## config.mk

```make
export PLATFORM = sky130hd
export DESIGN_NAME = cfg_hdr_regs
export DESIGN_NICKNAME = d
export VERILOG_FILES = /design/src/rtl/cfg_hdr_pkg.sv /design/src/rtl/cfg_bar_reg.sv /design/src/rtl/cfg_cmd_sts.sv /design/src/rtl/cfg_hdr_regs.sv
export SDC_FILE = /design/constraint.sdc
export NUM_CORES = 1
export LEC_CHECK = 0
export BUFFER_PORTS_ARGS = -buffer_cell sky130_fd_sc_hd__buf_2
export CAP_MARGIN = 20
export CORE_ASPECT_RATIO = 0.7
export CORE_MARGIN = 8
export CORE_UTILIZATION = 35
export CTS_CLUSTER_DIAMETER = 100
export DETAILED_ROUTE_END_ITERATION = 12
export HOLD_SLACK_MARGIN = 0.15
export PLACE_DENSITY = 0.65
export SYNTH_ARGS = -nofsm -noshare
export SYNTH_HDL_FRONTEND = slang
export SYNTH_SLANG_ARGS = --single-unit
```

## constraint.sdc

```tcl
create_clock -name clk_i -period 1.53 [get_ports clk_i]
set_input_delay 0.306 -clock clk_i [delete_from_list [all_inputs] [get_ports clk_i]]
set_output_delay 0.306 -clock clk_i [all_outputs]
set_load 0.01 [all_outputs]
```

## src/rtl/cfg_hdr_pkg.sv

```systemverilog
package cfg_hdr_pkg;
  localparam int unsigned NBAR      = 6;
  localparam int unsigned DW        = 32;
  localparam int unsigned BAR_FIRST = 4;
  localparam logic [3:0]  REG_ID    = 4'h0;
  localparam logic [3:0]  REG_CMDST = 4'h1;
  localparam logic [3:0]  REG_CLASS = 4'h2;
  localparam logic [3:0]  REG_MISC  = 4'h3;
  localparam logic [3:0]  REG_SUBID = 4'hB;
  localparam logic [3:0]  REG_ROM   = 4'hC;
  localparam logic [3:0]  REG_CAP   = 4'hD;
  localparam logic [3:0]  REG_INT   = 4'hF;

  typedef enum logic [3:0] {
    CMD_CFG_RD = 4'b1010,
    CMD_CFG_WR = 4'b1011
  } cfg_cmd_e;

  localparam logic [15:0] CMD_WMASK = 16'h0147;
  localparam logic [15:0] STS_EMASK = 16'hF900;

  function automatic logic [31:0] be_mask(input logic [3:0] be);
    return {{8{be[3]}}, {8{be[2]}}, {8{be[1]}}, {8{be[0]}}};
  endfunction

  function automatic logic [15:0] sts_expand(input logic [5:0] s);
    return {s[5], s[4], s[3], s[2], s[1], 2'b00, s[0], 8'h00};
  endfunction
endpackage

```

## src/rtl/cfg_bar_reg.sv

```systemverilog
module cfg_bar_reg #(
  parameter int unsigned ADDR_LOG2 = 12,
  parameter bit          IS_ROM    = 1'b0
) (
  input  logic        clk_i,
  input  logic        rst_ni,
  input  logic        we_i,
  input  logic [3:0]  be_i,
  input  logic [31:0] wdata_i,
  output logic [31:0] val_o
);
  import cfg_hdr_pkg::*;

  localparam logic [31:0] ADDR_KEEP = (ADDR_LOG2 == 0) ? 32'h0
                                    : ~((32'd1 << ADDR_LOG2) - 32'd1);
  localparam logic [31:0] KEEP = (IS_ROM && ADDR_LOG2 != 0) ? (ADDR_KEEP | 32'h1)
                                                            : ADDR_KEEP;

  logic [31:0] val_q;
  logic [31:0] merged;

  always_comb begin
    merged = (val_q & ~be_mask(be_i)) | (wdata_i & be_mask(be_i));
  end

  always_ff @(posedge clk_i or negedge rst_ni) begin
    if (!rst_ni)   val_q <= '0;
    else if (we_i) val_q <= merged & KEEP;
  end

  assign val_o = val_q;
endmodule

```

## src/rtl/cfg_cmd_sts.sv

```systemverilog
module cfg_cmd_sts #(
  parameter bit CAP_EN = 1'b1
) (
  input  logic        clk_i,
  input  logic        rst_ni,
  input  logic        we_i,
  input  logic [3:0]  be_i,
  input  logic [31:0] wdata_i,
  input  logic [5:0]  sts_set_i,
  output logic [15:0] cmd_o,
  output logic [15:0] sts_o
);
  import cfg_hdr_pkg::*;

  logic [15:0] cmd_q, err_q;
  logic [31:0] wmask;
  logic [15:0] err_clr, err_set;

  assign wmask   = be_mask(be_i) & {32{we_i}};
  assign err_clr = wdata_i[31:16] & wmask[31:16] & STS_EMASK;
  assign err_set = sts_expand(sts_set_i);

  always_ff @(posedge clk_i or negedge rst_ni) begin
    if (!rst_ni) begin
      cmd_q <= '0;
      err_q <= '0;
    end else begin
      cmd_q <= ((cmd_q & ~wmask[15:0]) | (wdata_i[15:0] & wmask[15:0])) & CMD_WMASK;
      err_q <= (err_q & ~err_clr) | err_set;
    end
  end

  assign cmd_o = cmd_q;
  assign sts_o = err_q | {11'h0, CAP_EN, 4'h0};
endmodule

```

## src/rtl/cfg_hdr_regs.sv

```systemverilog
module cfg_hdr_regs
  import cfg_hdr_pkg::*;
#(
  parameter logic [15:0] VENDOR_ID   = 16'h1D0F,
  parameter logic [15:0] DEVICE_ID   = 16'h7A31,
  parameter logic [7:0]  REVISION_ID = 8'h03,
  parameter logic [23:0] CLASS_CODE  = 24'h058000,
  parameter logic [7:0]  HEADER_TYPE = 8'h00,
  parameter logic [15:0] SUBSYS_VID  = 16'h1D0F,
  parameter logic [15:0] SUBSYS_ID   = 16'h0042,
  parameter logic [7:0]  CAP_PTR     = 8'h40,
  parameter logic [7:0]  INT_PIN     = 8'h01,
  parameter logic [7:0]  MIN_GNT     = 8'h04,
  parameter logic [7:0]  MAX_LAT     = 8'h18,
  parameter int unsigned BAR_LOG2 [NBAR] = '{12, 20, 0, 16, 4, 0},
  parameter int unsigned ROM_LOG2 = 16
) (
  input  logic                 clk_i,
  input  logic                 rst_ni,
  input  logic                 cfg_req_i,
  input  logic [3:0]           cfg_cmd_i,
  input  logic [3:0]           cfg_reg_i,
  input  logic [3:0]           cfg_be_i,
  input  logic [31:0]          cfg_wdata_i,
  input  logic [5:0]           sts_set_i,
  output logic [31:0]          cfg_rdata_o,
  output logic                 cfg_rvalid_o,
  output logic [NBAR*DW-1:0]   bar_base_o,
  output logic [31:0]          rom_base_o,
  output logic                 io_en_o,
  output logic                 mem_en_o,
  output logic                 bus_master_o,
  output logic                 perr_resp_o,
  output logic                 serr_en_o
);
  logic        is_rd, is_wr;
  logic [31:0] wmask;
  logic [31:0] bar_val [NBAR];
  logic [31:0] rom_val;
  logic [15:0] cmd_val, sts_val;
  logic [7:0]  cls_q, lat_q, intl_q;
  logic [31:0] rd_next, rdata_q;
  logic        rvalid_q;

  assign is_rd = cfg_req_i && (cfg_cmd_i == CMD_CFG_RD);
  assign is_wr = cfg_req_i && (cfg_cmd_i == CMD_CFG_WR);
  assign wmask = be_mask(cfg_be_i);

  for (genvar g = 0; g < NBAR; g++) begin : g_bar
    cfg_bar_reg #(.ADDR_LOG2(BAR_LOG2[g]), .IS_ROM(1'b0)) u_bar (
      .clk_i   (clk_i),
      .rst_ni  (rst_ni),
      .we_i    (is_wr && cfg_reg_i == 4'(BAR_FIRST + g)),
      .be_i    (cfg_be_i),
      .wdata_i (cfg_wdata_i),
      .val_o   (bar_val[g])
    );
    assign bar_base_o[g*DW +: DW] = bar_val[g];
  end

  cfg_bar_reg #(.ADDR_LOG2(ROM_LOG2), .IS_ROM(1'b1)) u_rom (
    .clk_i   (clk_i),
    .rst_ni  (rst_ni),
    .we_i    (is_wr && cfg_reg_i == REG_ROM),
    .be_i    (cfg_be_i),
    .wdata_i (cfg_wdata_i),
    .val_o   (rom_val)
  );

  cfg_cmd_sts #(.CAP_EN(CAP_PTR != 8'h00)) u_cmdst (
    .clk_i     (clk_i),
    .rst_ni    (rst_ni),
    .we_i      (is_wr && cfg_reg_i == REG_CMDST),
    .be_i      (cfg_be_i),
    .wdata_i   (cfg_wdata_i),
    .sts_set_i (sts_set_i),
    .cmd_o     (cmd_val),
    .sts_o     (sts_val)
  );

  // writable bytes of the misc and interrupt dwords
  always_ff @(posedge clk_i or negedge rst_ni) begin
    if (!rst_ni) begin
      cls_q  <= '0;
      lat_q  <= '0;
      intl_q <= '0;
    end else if (is_wr) begin
      if (cfg_reg_i == REG_MISC && wmask[0])  cls_q  <= cfg_wdata_i[7:0];
      if (cfg_reg_i == REG_MISC && wmask[8])  lat_q  <= cfg_wdata_i[15:8];
      if (cfg_reg_i == REG_INT  && wmask[0])  intl_q <= cfg_wdata_i[7:0];
    end
  end

  always_comb begin
    rd_next = '0;
    case (cfg_reg_i)
      REG_ID:    rd_next = {DEVICE_ID, VENDOR_ID};
      REG_CMDST: rd_next = {sts_val, cmd_val};
      REG_CLASS: rd_next = {CLASS_CODE, REVISION_ID};
      REG_MISC:  rd_next = {8'h00, HEADER_TYPE, lat_q, cls_q};
      REG_SUBID: rd_next = {SUBSYS_ID, SUBSYS_VID};
      REG_ROM:   rd_next = rom_val;
      REG_CAP:   rd_next = {24'h0, CAP_PTR};
      REG_INT:   rd_next = {MAX_LAT, MIN_GNT, INT_PIN, intl_q};
      default:   rd_next = '0;
    endcase
    for (int k = 0; k < NBAR; k++) begin
      if (cfg_reg_i == 4'(BAR_FIRST + k)) rd_next = bar_val[k];
    end
  end

  always_ff @(posedge clk_i or negedge rst_ni) begin
    if (!rst_ni) begin
      rdata_q  <= '0;
      rvalid_q <= 1'b0;
    end else begin
      rvalid_q <= is_rd;
      if (is_rd) rdata_q <= rd_next;
    end
  end

  assign cfg_rdata_o  = rdata_q;
  assign cfg_rvalid_o = rvalid_q;
  assign rom_base_o   = rom_val;
  assign io_en_o      = cmd_val[0];
  assign mem_en_o     = cmd_val[1];
  assign bus_master_o = cmd_val[2];
  assign perr_resp_o  = cmd_val[6];
  assign serr_en_o    = cmd_val[8];
endmodule

```

==> reports/metrics.yaml, run 1 <==
status: "finished clean"
post_cts_buffers: 0
p_sw_uw: 2710
fp.coreArea_mm2: 0.0236
cp_slowest_cell: "mux2_2"
nNetsFinal: 1086
p_clk_frac: 0.429
grt_usage: 0.187
gp_congestion: 0.852
overflow: 0
h-tree-depth: 4
hold_ws_ns: 0.156
cp_top_family: "simple AND/OR/NAND/NOR gates"
async_flop_share: 1.00
ios: 315
ys_types: 63
drt-pass1-iter-count: 5
critPathLaunchType: "primary input"
critical_path_class: "primary input to flop"
slowest_delay_ns: 0.36
portBuffers: 183
finalCritPeriodShare: 0.945
crit_required_ns: 1.84
layout_commonest_cell: "buf_2"
switching_share: 0.262
power_density_mw_per_mm2: 951
area_delta_synth_final_pct: 28.8
worstSkewPairLatency_ns: 0.43
min_path_type: "primary input to flop"
slew_viol_final: 0
ys_dominant_reg_cell: "dfrtp_1"
crit_top_cell: "buf_4"
tritoncts: "yes"
crit_buf_inv: 3
rsz0062_at_grt: "false"
start_util: 0.357
vias_per_cell: 4.87
cts.sinks: 161
ir_drop_mv: 0.530
critPathMaxFanout: 11
drtIter0Drc: 498
leakagePower_uw: 0.00580
power.internal_uw: 7620
p_seq_frac: 0.439
ys_warn_count: 0
antenna_cells: 0
placementRows: 47
fin_cells: 1364
arrival_ns: 1.75
grt_pass1_vias: 6816
drc_errors: 0
path_cells: "buf_2 > buf_4 > nor4b_4 > buf_4 > nand2_2 > mux2_2"
period_minus_slack_ns: 1.45
die_y_um: 146
clockBufferDepth: 2
die-area_mm2: 0.0294
die_width_um: 202
synth_seq_cells: 161
placed_cells: 1313
synth.avg_cell_area_um2: 11.2
grt_antenna_before_repair: 0
end_kind: "flop"
yosysSeqAreaShare: 0.478
final_cell_mix: "181 x buf_2, 161 x dfrtp_1, 131 x conb_1"
detail_route.wl_per_cell_um: 20.8
layout-drive-gt1-share: 0.439
max_freq_ghz: 0.692
timing.max_cap.violations: 0
synth-edff-count: 0
fin_worst_skew_ns: 0.0117
ant_nets: 0
comb_power_share: 0.132
finalWirelength_um: 28400
via_count: 6643
syn_area_mm2: 0.00843
clkTransAtPathRegs_ns: 0.07
finalSetupViolations: 0
timing.final.hold_violations: 0
cts_buffers: 17
synthCells: 752
dpl.hpwl_um: 22300
grt_pass1_wl_um: 42700
grt_max_degree: 36
root_buffer: "clkbuf_16"
## layer usage
layer	routed length [um]	vias up	share of wire	GRT usage
li1	-	2989	-	-
met1	12700	3344	0.45	0.251
met2	12800	287	0.45	0.283
met3	2450	23	0.087	0.0701
met4	372	0	0.013	0.0437
met5	0	-	0	0
## final timing paths
check                                                 from                     endpoint  slack [ns]  cells after the start
worst max-delay path                          cfg_reg_i[1]                         flop        0.08                      6
worst min-delay path                       cfg_wdata_i[15]                         flop        0.16                      2
worst max register to register        cls_q[0]$_DFFE_PN0P_   cfg_rdata_o[0]$_DFFE_PN0P_        0.21                      4
worst min register to register  cfg_rdata_o[4]$_DFFE_PN0P_   cfg_rdata_o[4]$_DFFE_PN0P_        0.48                      2
max in group asynchronous                           rst_ni  cfg_rdata_o[29]$_DFFE_PN0P_        0.60                      3
min in group asynchronous                           rst_ni   asynchronous set/reset pin        0.33                      2
## synth_stat cells, drive strengths merged, types with 4 or more instances
library cell	instances	area share
nor3b	6	0.0053
dfrtp	161	0.48
o21ai	36	0.021
a2bb2oi	4	0.0042
mux2i	4	0.0047
and3	5	0.0037
o211ai	4	0.0036
clkbuf	17	0.0076
a22o	14	0.015
a22oi	5	0.0045
nor2b	7	0.0052
nand3	11	0.0071
a21oi	21	0.012
mux2	122	0.16
o41ai	5	0.0052
nand2	53	0.025
nand2b	11	0.0082
a211oi	5	0.0045
buf	154	0.13
a21o	8	0.0071
and3b	7	0.0073
nor2	23	0.010
clkinv	4	0.0018
a221oi	10	0.010
## kinds of logic after synthesis
family,after synthesis,share of synthesized area
buffers and inverters,178,0.141
and+or+nand+nor,145,0.0951
muxes,126,0.168
AOI/OAI and AO/OA,141,0.118
other,1,0.000445
DFF,161,0.478
## power groups by stage
stage,clock (uW),combinational [uW],sequential (uW)
after floorplan,0,813,4660
after global placement,0,1300,4600
after detailed placement,0,1320,4610
after CTS,4520,1360,4530
after global routing,4690,1490,4550
final,4430,1370,4530
## repair_timing
action	CTS	global route
hold buffers	18	1
setup endpoints to repair	0	2
hold endpoints to repair	176	1
gates resized for setup	0	1
## stage by stage
stage / utilization / instance area (um2) / total power [uW] / setup slack, ns / setup TNS, ns
after CTS: 0.459 / 10800 / 10400 / 0.120 / 0
after floorplan: - / 9020 / 5470 / -0.0575 / -1.99
final: 0.459 / 10900 / 10300 / 0.0843 / 0
after global routing: 0.459 / 10900 / 10700 / 0.0353 / 0
after global placement: 0.425 / 10100 / 5900 / -0.316 / -31.22
after detailed placement: 0.425 / 10100 / 5920 / -0.326 / -33.97
## cell type report
class,instances,area [um2]
clock buffers,20,457
clock inverters,12,155
fillers,2255,12800
inverters,7,27.5
multi-input cells,543,3750
flip-flops and latches,161,4030
well taps,318,398
repair buffers,303,2040
Note: power is estimated with default switching activity, not from simulation.
==> inputs of run 2 (changes only) <==
- CORE_UTILIZATION: 35 -> 45
- PLACE_DENSITY: 0.65 -> 0.82
- RECOVER_POWER: not set -> 25
- clock period: 1.53 -> 1.3 ns (I/O delays scaled with it)
==> run 2 against run 1 <==
The run now ends with negative setup slack left; first-iteration DRC count up 1.4%; setup slack got worse by 0.086 ns; sequential share of layout area decreased by 1.6 points; critical path type is now flop to output pin; register-to-register slack worse by 0.12 ns.
==> reports/metrics.yaml, run 2 (synthesis gave the netlist of run 1 again) <==
status: "finished, violations left"  # was finished clean
violations: "negative setup slack"
rsz0062_at_grt: "true"  # was false
crit_buf_inv: 1  # was 3
worstSkewPairLatency_ns: 0.43  # about the same
h-tree-depth: 4  # unchanged
critPathMaxFanout: 3  # was 11
multiInputGateArea_mm2: 0.00407  # was 0.00375 mm2
r2r-end: "cfg_rdata_o[27]$_DFFE_PN0P_"  # was cfg_rdata_o[0]$_DFFE_PN0P_
critPathLaunchType: "flop"  # was primary input
grt_max_degree: 36  # unchanged
min_path_cells: 3  # was 2
cp_top_family: "flip-flops"  # was simple AND/OR/NAND/NOR gates
min_path_type: "primary input to flop"  # unchanged
tritoncts: "yes"  # unchanged
layout-drive-gt1-share: 0.464  # was 0.439
fin_worst_skew_ns: 0.00914  # was 0.0117 ns
regArea_mm2: 0.00403  # unchanged
portBuffers: 183  # unchanged
cts.sinks: 161  # unchanged
placementRows: 42  # was 47
drtIter0Drc: 505  # was 498
vias_per_cell: 5.25  # was 4.87
slowest_delay_ns: 0.44  # was 0.36 ns
die_width_um: 180  # was 202 um
cp_slowest_cell: "dfrtp_1"  # was mux2_2
nNetsFinal: 1108  # was 1086
rr_worst_depth: 4  # unchanged
fp.coreArea_mm2: 0.0187  # was 0.0236 mm2
final_area_mm2: 0.0113  # was 0.0109 mm2
timing.final.hold_violations: 0  # unchanged
total_power_uw: 12600  # was 10300 uW
nFillCells: 1507  # was 2255
grt_pass1_wl_um: 42100  # was 42700 um
slew_viol_final: 0  # unchanged
cts_buffers: 17  # unchanged
clockBufferDepth: 2  # unchanged
ios: 315  # unchanged
min_to: "cfg_rdata_o[1]$_DFFE_PN0P_"
via_count: 6891  # was 6643
placed_cells: 1223  # was 1313
finalSetupViolations: 1  # was 0
grt_usage: 0.232  # was 0.187
drc_errors: 0  # unchanged
dpl.hpwl_um: 20700  # was 22300 um
relSlewSlack: 0.486
finalWirelength_um: 27700  # was 28400 um
fin_cells: 1312  # was 1364
die_y_um: 131  # was 146 um
ir_drop_mv: 1.05  # was 0.530 mV
arrival_ns: 1.04  # was 1.75 ns
die-area_mm2: 0.0234  # was 0.0294 mm2
drt-pass1-iter-count: 5  # unchanged
root_buffer: "clkbuf_16"  # unchanged
detail_route.wl_per_cell_um: 21.1  # was 20.8 um
path_cells: "buf_2"  # was buf_2 > buf_4 > nor4b_4 > buf_4 > nand2_2 > mux2_2
end_kind: "output pin"  # was flop
period_minus_slack_ns: 1.30
max_freq_ghz: 0.768
place_area_mm2: 0.0101  # about the same
final_cell_mix: "179 x buf_2, 161 x dfrtp_1, 131 x conb_1"  # was 181 x buf_2, 161 x dfrtp_1, 131 x conb_1
worst_slew_pin_slew_ns: 0.771
dp_slack_ns: -0.473  # was -0.326 ns
grt_pass1_vias: 7080  # was 6816
timing.max_cap.violations: 0  # unchanged
fin_ws_ns: -0.00199  # was 0.0843 ns
area_delta_synth_final_pct: 34.6  # was 28.8%
leakagePower_uw: 0.00611  # was 0.00580 uW
gp_congestion: 0.851  # was 0.852
critical_path_class: "flop to output pin"  # was primary input to flop
crit_required_ns: 1.04  # was 1.84 ns
worstHoldStart: "cfg_reg_i[3]"  # was cfg_wdata_i[15]
regToRegSetupSlack_ns: 0.09  # was 0.21 ns
layout_commonest_cell: "buf_2"  # unchanged
ant_nets: 0  # unchanged
grt_antenna_before_repair: 2  # was 0
tns_ns: -0.00199  # was 0 ns
power_density_mw_per_mm2: 1110  # was 951 mW/mm2
overflow: 0  # unchanged
start_util: 0.452  # was 0.357
finalCritPeriodShare: 1.00
clkTransAtPathRegs_ns: 0.07  # about the same
run 2: changes by cell type in the layout (fill, tap and decap cells not counted), sizes merged:
cell / before / now
buf: 283 / 284
bufinv: 3 / 5
clkbuf: 21 / 22
diode: 0 / 2
dlygate4sd3: 19 / 39
inv: 5 / 3
run 2: area by class of cell:
type | instances | area share
diodes | 2 | 0.000441
clock buffers | 20 | 0.0394
clock inverters | 12 | 0.0182
inverters | 7 | 0.00342
multi-input cells | 543 | 0.359
flip-flops and latches | 161 | 0.355
well taps | 242 | 0.0267
repair buffers | 325 | 0.198
run 2: timing repair:
item                                   4_1_cts  5_1_grt
endpoints found under the hold margin      283        0
gates cloned                                 0        0
gates resized for setup                      6       17
setup endpoints to repair                   15       86
hold buffers                                39        0
pin swaps                                    0        5
setup buffers                                3       13
run 2: per-stage QoR:
step | utilization | hold slack [ns]
floorplan | - | -0.0356
global placement | 0.543 | 0.161
detailed placement | 0.543 | 0.161
CTS | 0.601 | 0.269
global route | 0.608 | 0.352
finish | 0.608 | 0.317
run 2: how the worst max path moves through the flow:
stage            startpoint        endpoint  slack [ns]  cells past startpoint
2_1_floorplan  cfg_reg_i[2]            flop       -0.20                      4
3_3_place_gp   cfg_reg_i[3]            flop       -0.44                      6
3_5_place_dp   cfg_reg_i[3]            flop       -0.47                      6
4_1_cts        cfg_reg_i[2]            flop      0.0007                      6
5_1_grt                flop  bar_base_o[60]       -0.03                      1
6_report               flop  bar_base_o[60]      -0.002                      1
run 2: routing by layer:
| metal | wire (um) | part of all wire | track usage | vias to the layer above |
|---|---|---|---|---|
| li1 | - | - | - | 3073 |
| met5 | 0 | 0 | 0.0189 | - |
| met2 | 12800 | 0.46 | 0.358 | 296 |
| met3 | 2290 | 0.083 | 0.0768 | 38 |
| met4 | 502 | 0.018 | 0.0767 | 0 |
| met1 | 12100 | 0.44 | 0.306 | 3484 |
run 2: power by group:
group	internal (uW)	switching, uW
clock network	3470	2070
registers	5200	140
logic	718	1010
run 2: worst register-to-register path, cell delays in order, from the launching register on:
cell,delay (ns)
dfrtp_1,0.38
nor2b_1,0.07
o32ai_2,0.26
nor2_1,0.09
o41ai_2,0.30
